[src/rtl/srtc_pkg.sv]
package srtc_pkg;
  localparam int BYTE_W    = 8;
  localparam int RAM_WORDS = 32;
  localparam int ADDR_W    = $clog2(RAM_WORDS);
  localparam int TM_W      = 7;
  localparam int TM_FIELDS = 6;

  typedef enum logic [2:0] {
    ACT_NONE, ACT_RAM_RD, ACT_RAM_WR, ACT_STAT0, ACT_STAT1, ACT_TIME, ACT_CTRL
  } act_e;

  function automatic act_e decode_cmd(input logic [BYTE_W-1:0] cmd);
    if (cmd <= 8'h1F) return ACT_RAM_RD;
    if (cmd >= 8'h20 && cmd <= 8'h2F) return ACT_TIME;
    if (cmd == 8'h30) return ACT_STAT0;
    if (cmd == 8'h31) return ACT_STAT1;
    if (cmd >= 8'h80 && cmd <= 8'h9F) return ACT_RAM_WR;
    if (cmd == 8'hB1) return ACT_CTRL;
    return ACT_NONE;
  endfunction

  function automatic logic [RAM_WORDS*BYTE_W-1:0] default_image();
    logic [RAM_WORDS*BYTE_W-1:0] img;
    for (int i = 0; i < RAM_WORDS; i++) img[i*BYTE_W +: BYTE_W] = BYTE_W'(i * 29 + 7);
    return img;
  endfunction
endpackage

[src/rtl/srtc_shifter.sv]
module srtc_shifter #(
  parameter int BYTE_W  = 8,
  localparam int PHASES = 2 * BYTE_W,
  localparam int PH_W   = $clog2(PHASES + 1)
) (
  input  logic              clk_i,
  input  logic              rst_ni,
  input  logic              sel_i,
  input  logic              sclk_i,
  input  logic              sdata_i,
  output logic              bit_stb_o,
  output logic [PH_W-1:0]   phase_o,
  output logic [BYTE_W-1:0] cmd_o,
  output logic [BYTE_W-1:0] val_full_o
);
  logic              sclk_q;
  logic [PH_W-1:0]   phase_q;
  logic [BYTE_W-1:0] cmd_q;
  logic [BYTE_W-2:0] val_q;  // last value bit is taken straight from sdata_i

  assign bit_stb_o  = sel_i && sclk_q && !sclk_i && (phase_q < PH_W'(PHASES));
  assign phase_o    = phase_q;
  assign cmd_o      = cmd_q;
  assign val_full_o = {val_q, sdata_i};

  always_ff @(posedge clk_i or negedge rst_ni) begin
    if (!rst_ni) begin
      sclk_q  <= 1'b0;
      phase_q <= '0;
      cmd_q   <= '0;
      val_q   <= '0;
    end else begin
      sclk_q <= sclk_i;
      if (!sel_i) begin
        phase_q <= '0;
        cmd_q   <= '0;
        val_q   <= '0;
      end else if (bit_stb_o) begin
        phase_q <= phase_q + 1'b1;
        if (phase_q < PH_W'(BYTE_W)) cmd_q <= {cmd_q[BYTE_W-2:0], sdata_i};
        else                         val_q <= {val_q[BYTE_W-3:0], sdata_i};
      end
    end
  end
endmodule

[src/rtl/srtc_store.sv]
module srtc_store #(
  parameter int BYTE_W    = 8,
  parameter int RAM_WORDS = 32,
  parameter logic [RAM_WORDS*BYTE_W-1:0] RAM_INIT = '0,
  parameter logic [BYTE_W-1:0] STATUS_RST = 8'h90,
  parameter logic [BYTE_W-1:0] CLR_MASK   = 8'h18,
  localparam int ADDR_W = $clog2(RAM_WORDS)
) (
  input  logic              clk_i,
  input  logic              rst_ni,
  input  logic              wr_en_i,
  input  logic [ADDR_W-1:0] wr_addr_i,
  input  logic [BYTE_W-1:0] wr_data_i,
  input  logic              clr_en_i,
  input  logic [ADDR_W-1:0] rd_addr_i,
  output logic [BYTE_W-1:0] rd_data_o,
  output logic [BYTE_W-1:0] status_o
);
  logic [BYTE_W-1:0] mem_q [RAM_WORDS];
  logic [BYTE_W-1:0] status_q;

  for (genvar w = 0; w < RAM_WORDS; w++) begin : g_word
    always_ff @(posedge clk_i or negedge rst_ni) begin
      if (!rst_ni)                                     mem_q[w] <= RAM_INIT[w*BYTE_W +: BYTE_W];
      else if (wr_en_i && wr_addr_i == ADDR_W'(w))     mem_q[w] <= wr_data_i;
    end
  end

  always_ff @(posedge clk_i or negedge rst_ni) begin
    if (!rst_ni)       status_q <= STATUS_RST;
    else if (clr_en_i) status_q <= status_q & ~CLR_MASK;
  end

  assign rd_data_o = mem_q[rd_addr_i];
  assign status_o  = status_q;
endmodule

[src/rtl/srtc_bcd.sv]
module srtc_bcd #(
  parameter int IN_W = 7
) (
  input  logic [IN_W-1:0] bin_i,
  output logic [7:0]      bcd_o
);
  logic [3:0] tens, ones;
  assign tens  = 4'(bin_i / IN_W'(10));
  assign ones  = 4'(bin_i % IN_W'(10));
  assign bcd_o = {tens, ones};
endmodule

[src/rtl/srtc_slave.sv]
module srtc_slave
  import srtc_pkg::*;
#(
  parameter logic [RAM_WORDS*BYTE_W-1:0] RAM_INIT = default_image(),
  parameter logic [BYTE_W-1:0] STATUS_RST = 8'h90,
  localparam int PH_W = $clog2(2 * BYTE_W + 1)
) (
  input  logic            clk_i,
  input  logic            rst_ni,
  input  logic            sel_i,
  input  logic            sclk_i,
  input  logic            sdata_i,
  input  logic [TM_W-1:0] tm_sec_i,
  input  logic [TM_W-1:0] tm_min_i,
  input  logic [TM_W-1:0] tm_hour_i,
  input  logic [TM_W-1:0] tm_day_i,
  input  logic [TM_W-1:0] tm_mon_i,
  input  logic [TM_W-1:0] tm_year_i,
  output logic            sdata_o,
  output logic            flag_clr_o
);
  logic              bit_stb;
  logic [PH_W-1:0]   phase;
  logic [BYTE_W-1:0] cmd, val_full, ram_rd, status;
  logic              last_bit, wr_en, clr_en;
  act_e              act;

  srtc_shifter #(.BYTE_W(BYTE_W)) u_shift (
    .clk_i, .rst_ni, .sel_i, .sclk_i, .sdata_i,
    .bit_stb_o(bit_stb), .phase_o(phase), .cmd_o(cmd), .val_full_o(val_full)
  );

  assign act      = decode_cmd(cmd);
  assign last_bit = bit_stb && (phase == PH_W'(2 * BYTE_W - 1));
  assign wr_en    = last_bit && (act == ACT_RAM_WR);
  assign clr_en   = last_bit && (act == ACT_CTRL) && val_full[2];

  srtc_store #(
    .BYTE_W(BYTE_W), .RAM_WORDS(RAM_WORDS), .RAM_INIT(RAM_INIT), .STATUS_RST(STATUS_RST)
  ) u_store (
    .clk_i, .rst_ni,
    .wr_en_i(wr_en), .wr_addr_i(cmd[ADDR_W-1:0]), .wr_data_i(val_full),
    .clr_en_i(clr_en), .rd_addr_i(cmd[ADDR_W-1:0]),
    .rd_data_o(ram_rd), .status_o(status)
  );

  logic [TM_W-1:0] tm_bin [TM_FIELDS];
  logic [7:0]      tm_bcd [TM_FIELDS];
  assign tm_bin[0] = tm_sec_i;
  assign tm_bin[1] = tm_min_i;
  assign tm_bin[2] = tm_hour_i;
  assign tm_bin[3] = tm_day_i;
  assign tm_bin[4] = tm_mon_i;
  assign tm_bin[5] = tm_year_i;

  for (genvar f = 0; f < TM_FIELDS; f++) begin : g_bcd
    srtc_bcd #(.IN_W(TM_W)) u_bcd (.bin_i(tm_bin[f]), .bcd_o(tm_bcd[f]));
  end

  // low nibble 3 is a hole in the time map
  logic [7:0] time_byte;
  always_comb begin
    unique case (cmd[3:0])
      4'h0:    time_byte = tm_bcd[0];
      4'h1:    time_byte = tm_bcd[1];
      4'h2:    time_byte = tm_bcd[2];
      4'h4:    time_byte = tm_bcd[3];
      4'h5:    time_byte = tm_bcd[4];
      4'h6:    time_byte = tm_bcd[5];
      default: time_byte = 8'h00;
    endcase
  end

  logic [BYTE_W-1:0] rd_byte;
  always_comb begin
    unique case (act)
      ACT_RAM_RD: rd_byte = ram_rd;
      ACT_STAT0:  rd_byte = status;
      ACT_TIME:   rd_byte = time_byte;
      default:    rd_byte = '0;
    endcase
  end

  logic sdata_q, flag_q;
  always_ff @(posedge clk_i or negedge rst_ni) begin
    if (!rst_ni) begin
      sdata_q <= 1'b0;
      flag_q  <= 1'b0;
    end else begin
      flag_q <= clr_en;
      if (!sel_i)
        sdata_q <= 1'b0;
      else if (bit_stb && phase >= PH_W'(BYTE_W))
        sdata_q <= rd_byte[~phase[2:0]];  // bit 15-phase
    end
  end

  assign sdata_o    = sdata_q;
  assign flag_clr_o = flag_q;
endmodule

[config.mk]
export PLATFORM = sky130hd
export DESIGN_NAME = srtc_slave
export DESIGN_NICKNAME = d
export VERILOG_FILES = /design/src/rtl/srtc_pkg.sv /design/src/rtl/srtc_shifter.sv /design/src/rtl/srtc_store.sv /design/src/rtl/srtc_bcd.sv /design/src/rtl/srtc_slave.sv
export SDC_FILE = /design/constraint.sdc
export NUM_CORES = 1
export LEC_CHECK = 0
export ABC_AREA = 1
export BUFFER_PORTS_ARGS = -buffer_cell sky130_fd_sc_hd__buf_2
export CAP_MARGIN = 20
export CORE_AREA = 4 4 181 183
export CTS_CLUSTER_DIAMETER = 80
export DETAILED_ROUTE_END_ITERATION = 10
export DIE_AREA = 0 0 185 187
export PLACE_DENSITY = 0.63
export SETUP_SLACK_MARGIN = 0.02
export SLEW_MARGIN = 20
export SYNTH_ARGS = -nofsm -noshare
export SYNTH_HDL_FRONTEND = slang
export SYNTH_SLANG_ARGS = --single-unit
[constraint.sdc]
create_clock -name clk_i -period 3.35 [get_ports clk_i]
set_input_delay 0.1675 -clock clk_i [delete_from_list [all_inputs] [get_ports clk_i]]
set_output_delay 0.1675 -clock clk_i [all_outputs]
set_load 0.01 [all_outputs]
==> qor.yml <==
synth_fa_ha_area_frac: 0.005818
slew_viol_final: 0
numCtsBuffers: 29
power_mw: 7.194
clock-sinks: 280
drt_wl_total_mm: 38.62
drive_gt1_frac: 0.2577
hold_depth: 3
grt_setup_unrepaired: "yes"
clock_latency_ns: 0.56
powerDensity_nw_per_um2: 470.6
finalClockSkew_ns: 0.02318
final-setup-viol-count: 1
finalCriticalPeriod_ns: 3.603
startpoint: "u_shift.cmd_o[0]"
timing.final.ws_setup_ns: -0.2529
grt_start_max_net_pins: 104
diodes: 0
gp_congestion: 0.9439
grt_pass1_wl_mm: 61.11
worst_hold_slack_ns: 0.01993
crit_fanout: 6
synth-main-ff-cell: "dfrtp_1"
hold_path.class: "input pin to register"
violations: "setup timing"
relSlewSlack: 0.3272
clock_path_buffers: 3
clock.fmax_ghz: 0.2776
antenna_found_initial: 0
synth_nets: 1509
maxCapViolations: 0
synthArstFlopShare: 1.000
drt_pre_antenna_iters: 5
drtIter0Drc: 1125
row_count: 65
ys_ff_latch: 280
initial_core_util: 0.4132
post_dp_cell_area_um2: 13910
muxShareOfSynthArea: 0
synth-simple-area-share: 0.1670
cp-end-kind: "register"
nets: 1591
viasPerCell: 5.760
p_leak_nw: 6.171
synth_top_family_by_area: "compound AO/OA/AOI/OAI gates"
reg2reg_to: "sdata_o"
core-area_um2: 31230
hold_path_end: "u_shift.val_q[0]"
cts_tree: "built"
io_pins: 49
num_vias: 11300
critPathLaunchType: "register"
ir_drop_uv: 334.6
final_common_cell: "nand2_1"
design_area_um2: 15290
synth_xor_area_frac: 0.002133
overflow: 0
finalCritPeriodShare: 1.076
hp-start: "sdata_i"
hpwl_mm: 23.95
die_y_um: 187
synth_edf_count: 0
grt_pass1_vias: 10680
final_cell_mix: "358 x nand2_1, 322 x o21ai_0, 150 x dfrtp_1"
worst-setup-path-type: "register to register"
rr_worst_depth: 26
run_status: "complete, but fails checks"
ys_types: 46
drt_drc_violations_left: 0
antenna_left: 0
syn_avg_cell_area_um2: 8.862
h-tree-depth: 1
wl_per_cell_um: 19.68
grt_use_total: 0.2181
worstPathRequired_ns: 3.82
area_growth_syn_to_layout_pct: 18.48
yosysSeqAreaShare: 0.5552
final_hold_viol_count: 0
reg2reg_slack_ns: -0.25
synth-warning-count: 0
syn_area_um2: 12900
reg2reg_from: "u_shift.cmd_o[0]"
path_clk_slew_ns: 0.06
numPortBuffers: 48
die-area_um2: 34600
worst_pin_slew_ns: 1.008
synth_compound_area_frac: 0.2252
synthCells: 1456
crit_arrival_ns: 4.08
die_x_um: 185
cts-root-buf: "clkbuf_16"
fin_util: 0.4895
-- cell usage after synthesis, types with 2 or more instances --
cell,instances,area [um^2]
nand4_1,29,181.4
a22oi_1,14,105.1
nor2_1,25,93.84
nor4_1,2,12.51
dfrtp_1,154,3854
inv_2,10,37.54
nand2_2,11,68.82
a41oi_1,8,70.07
a31oi_1,4,25.02
or2_2,2,12.51
nand2_4,2,22.52
a22o_1,2,17.52
buf_4,2,15.01
nor2_2,6,37.54
o221ai_1,4,35.03
dfstp_2,126,3311
o21ai_0,322,1612
nor2_4,5,56.30
buf_1,10,37.54
ha_1,6,75.07
nand2_1,369,1385
nand3_1,40,200.2
a21oi_2,2,17.52
a311oi_1,2,17.52
o311ai_0,2,17.52
clkbuf_1,90,337.8
o2111ai_1,2,17.52
o22a_1,4,35.03
inv_1,37,138.9
o22ai_1,104,650.6
nand3_2,3,30.03
nor3_1,4,20.02
a21oi_1,30,150.1
o31ai_1,11,82.58
-- cell families (layout without fill, tap and decap cells) --
kind of cell             count (synthesis)  in the layout
XOR/XNOR                                 1              1
buffers and inverters                  151            255
adder cells (fa/ha/maj)                  6              6
AO/OA/AOI/OAI                          517            517
flip-flops                             280            280
AND/OR/NAND/NOR                        501            501
-- routing by layer --
layer / up-vias / global-route usage / wire (um)
li1: 5259 / - / -
met1: 5555 / 0.3291 / 17660
met2: 427 / 0.3322 / 17390
met3: 61 / 0.03228 / 2648
met4: 0 / 0.05280 / 923
met5: - / 0 / 0
-- power breakdown --
part           switching (mW)  internal, mW  total [mW]
Sequential            0.00468          3.39        3.40
Combinational           0.327         0.198       0.525
Clock                    1.33          1.94        3.27
-- cell type report --
cell class              instances  area (um^2)
flip-flops and latches        280         7169
multi-input cells            1025         5346
clock inverters                 6        86.33
well taps                     402        503.0
inverters                      48        182.7
fillers                      2933        15940
repair buffers                154         1117
clock buffers                  47        883.3
-- critical path, stage by stage, from the launching register on --
cell and delay, ns:
dfrtp_2 0.46, buf_6 0.15, nor2_4 0.20, nand3_2 0.11, nand2_2 0.10, nor2_1 0.05, nand2_1 0.05, nand2_1 0.09
buf_4 0.14, o211ai_1 0.30, nand2_2 0.11, inv_2 0.09, ha_4 0.14, nand3_2 0.08, nand2_2 0.08, buf_4 0.11
inv_1 0.03, o2111ai_1 0.36, nand2_2 0.11, nand3b_4 0.17, nand2_2 0.08, nand2_1 0.05, nand2_1 0.07, nand3_1 0.08
a21oi_2 0.12, nand2_1 0.07, a21oi_2 0.10
-- worst max-delay path by stage --
| stage | slack [ns] | end | cells after the start |
|---|---|---|---|
| global route | -0.55 | sdata_o | 29 |
| floorplan | -0.04 | sdata_o | 33 |
| CTS | -0.11 | sdata_o | 31 |
| detailed placement | -0.24 | sdata_o | 33 |
| finish | -0.25 | sdata_o | 26 |
| global placement | -0.08 | sdata_o | 33 |
-- registers in the layout (all words and copies together), names as in the netlist --
register and cells:
u_store.mem_q 256, u_shift.cmd_o 8, u_shift.val_q 7, u_shift.phase_o 5, flag_clr_o 1, sdata_o 1
u_shift.sclk_q 1, u_store.status_o 1
-- through the flow --
step                setup WS, ns  std cells  setup TNS [ns]
floorplan               -0.04375       1456        -0.04375
global placement        -0.08381       1879        -0.08381
detailed placement       -0.2440       1880         -0.2440
CTS                      -0.1147       1950         -0.1147
global route             -0.5536       1962         -0.5536
finish                   -0.2529       1962         -0.2529
-- what timing repair did --
item,CTS,global route
pin swaps,21,22
hold endpoints to repair,67,0
resized for setup,25,23
hold buffers,3,0
setup buffers,14,11
endpoints found under the setup margin,1,1
(Power assumes the default switching activity.)
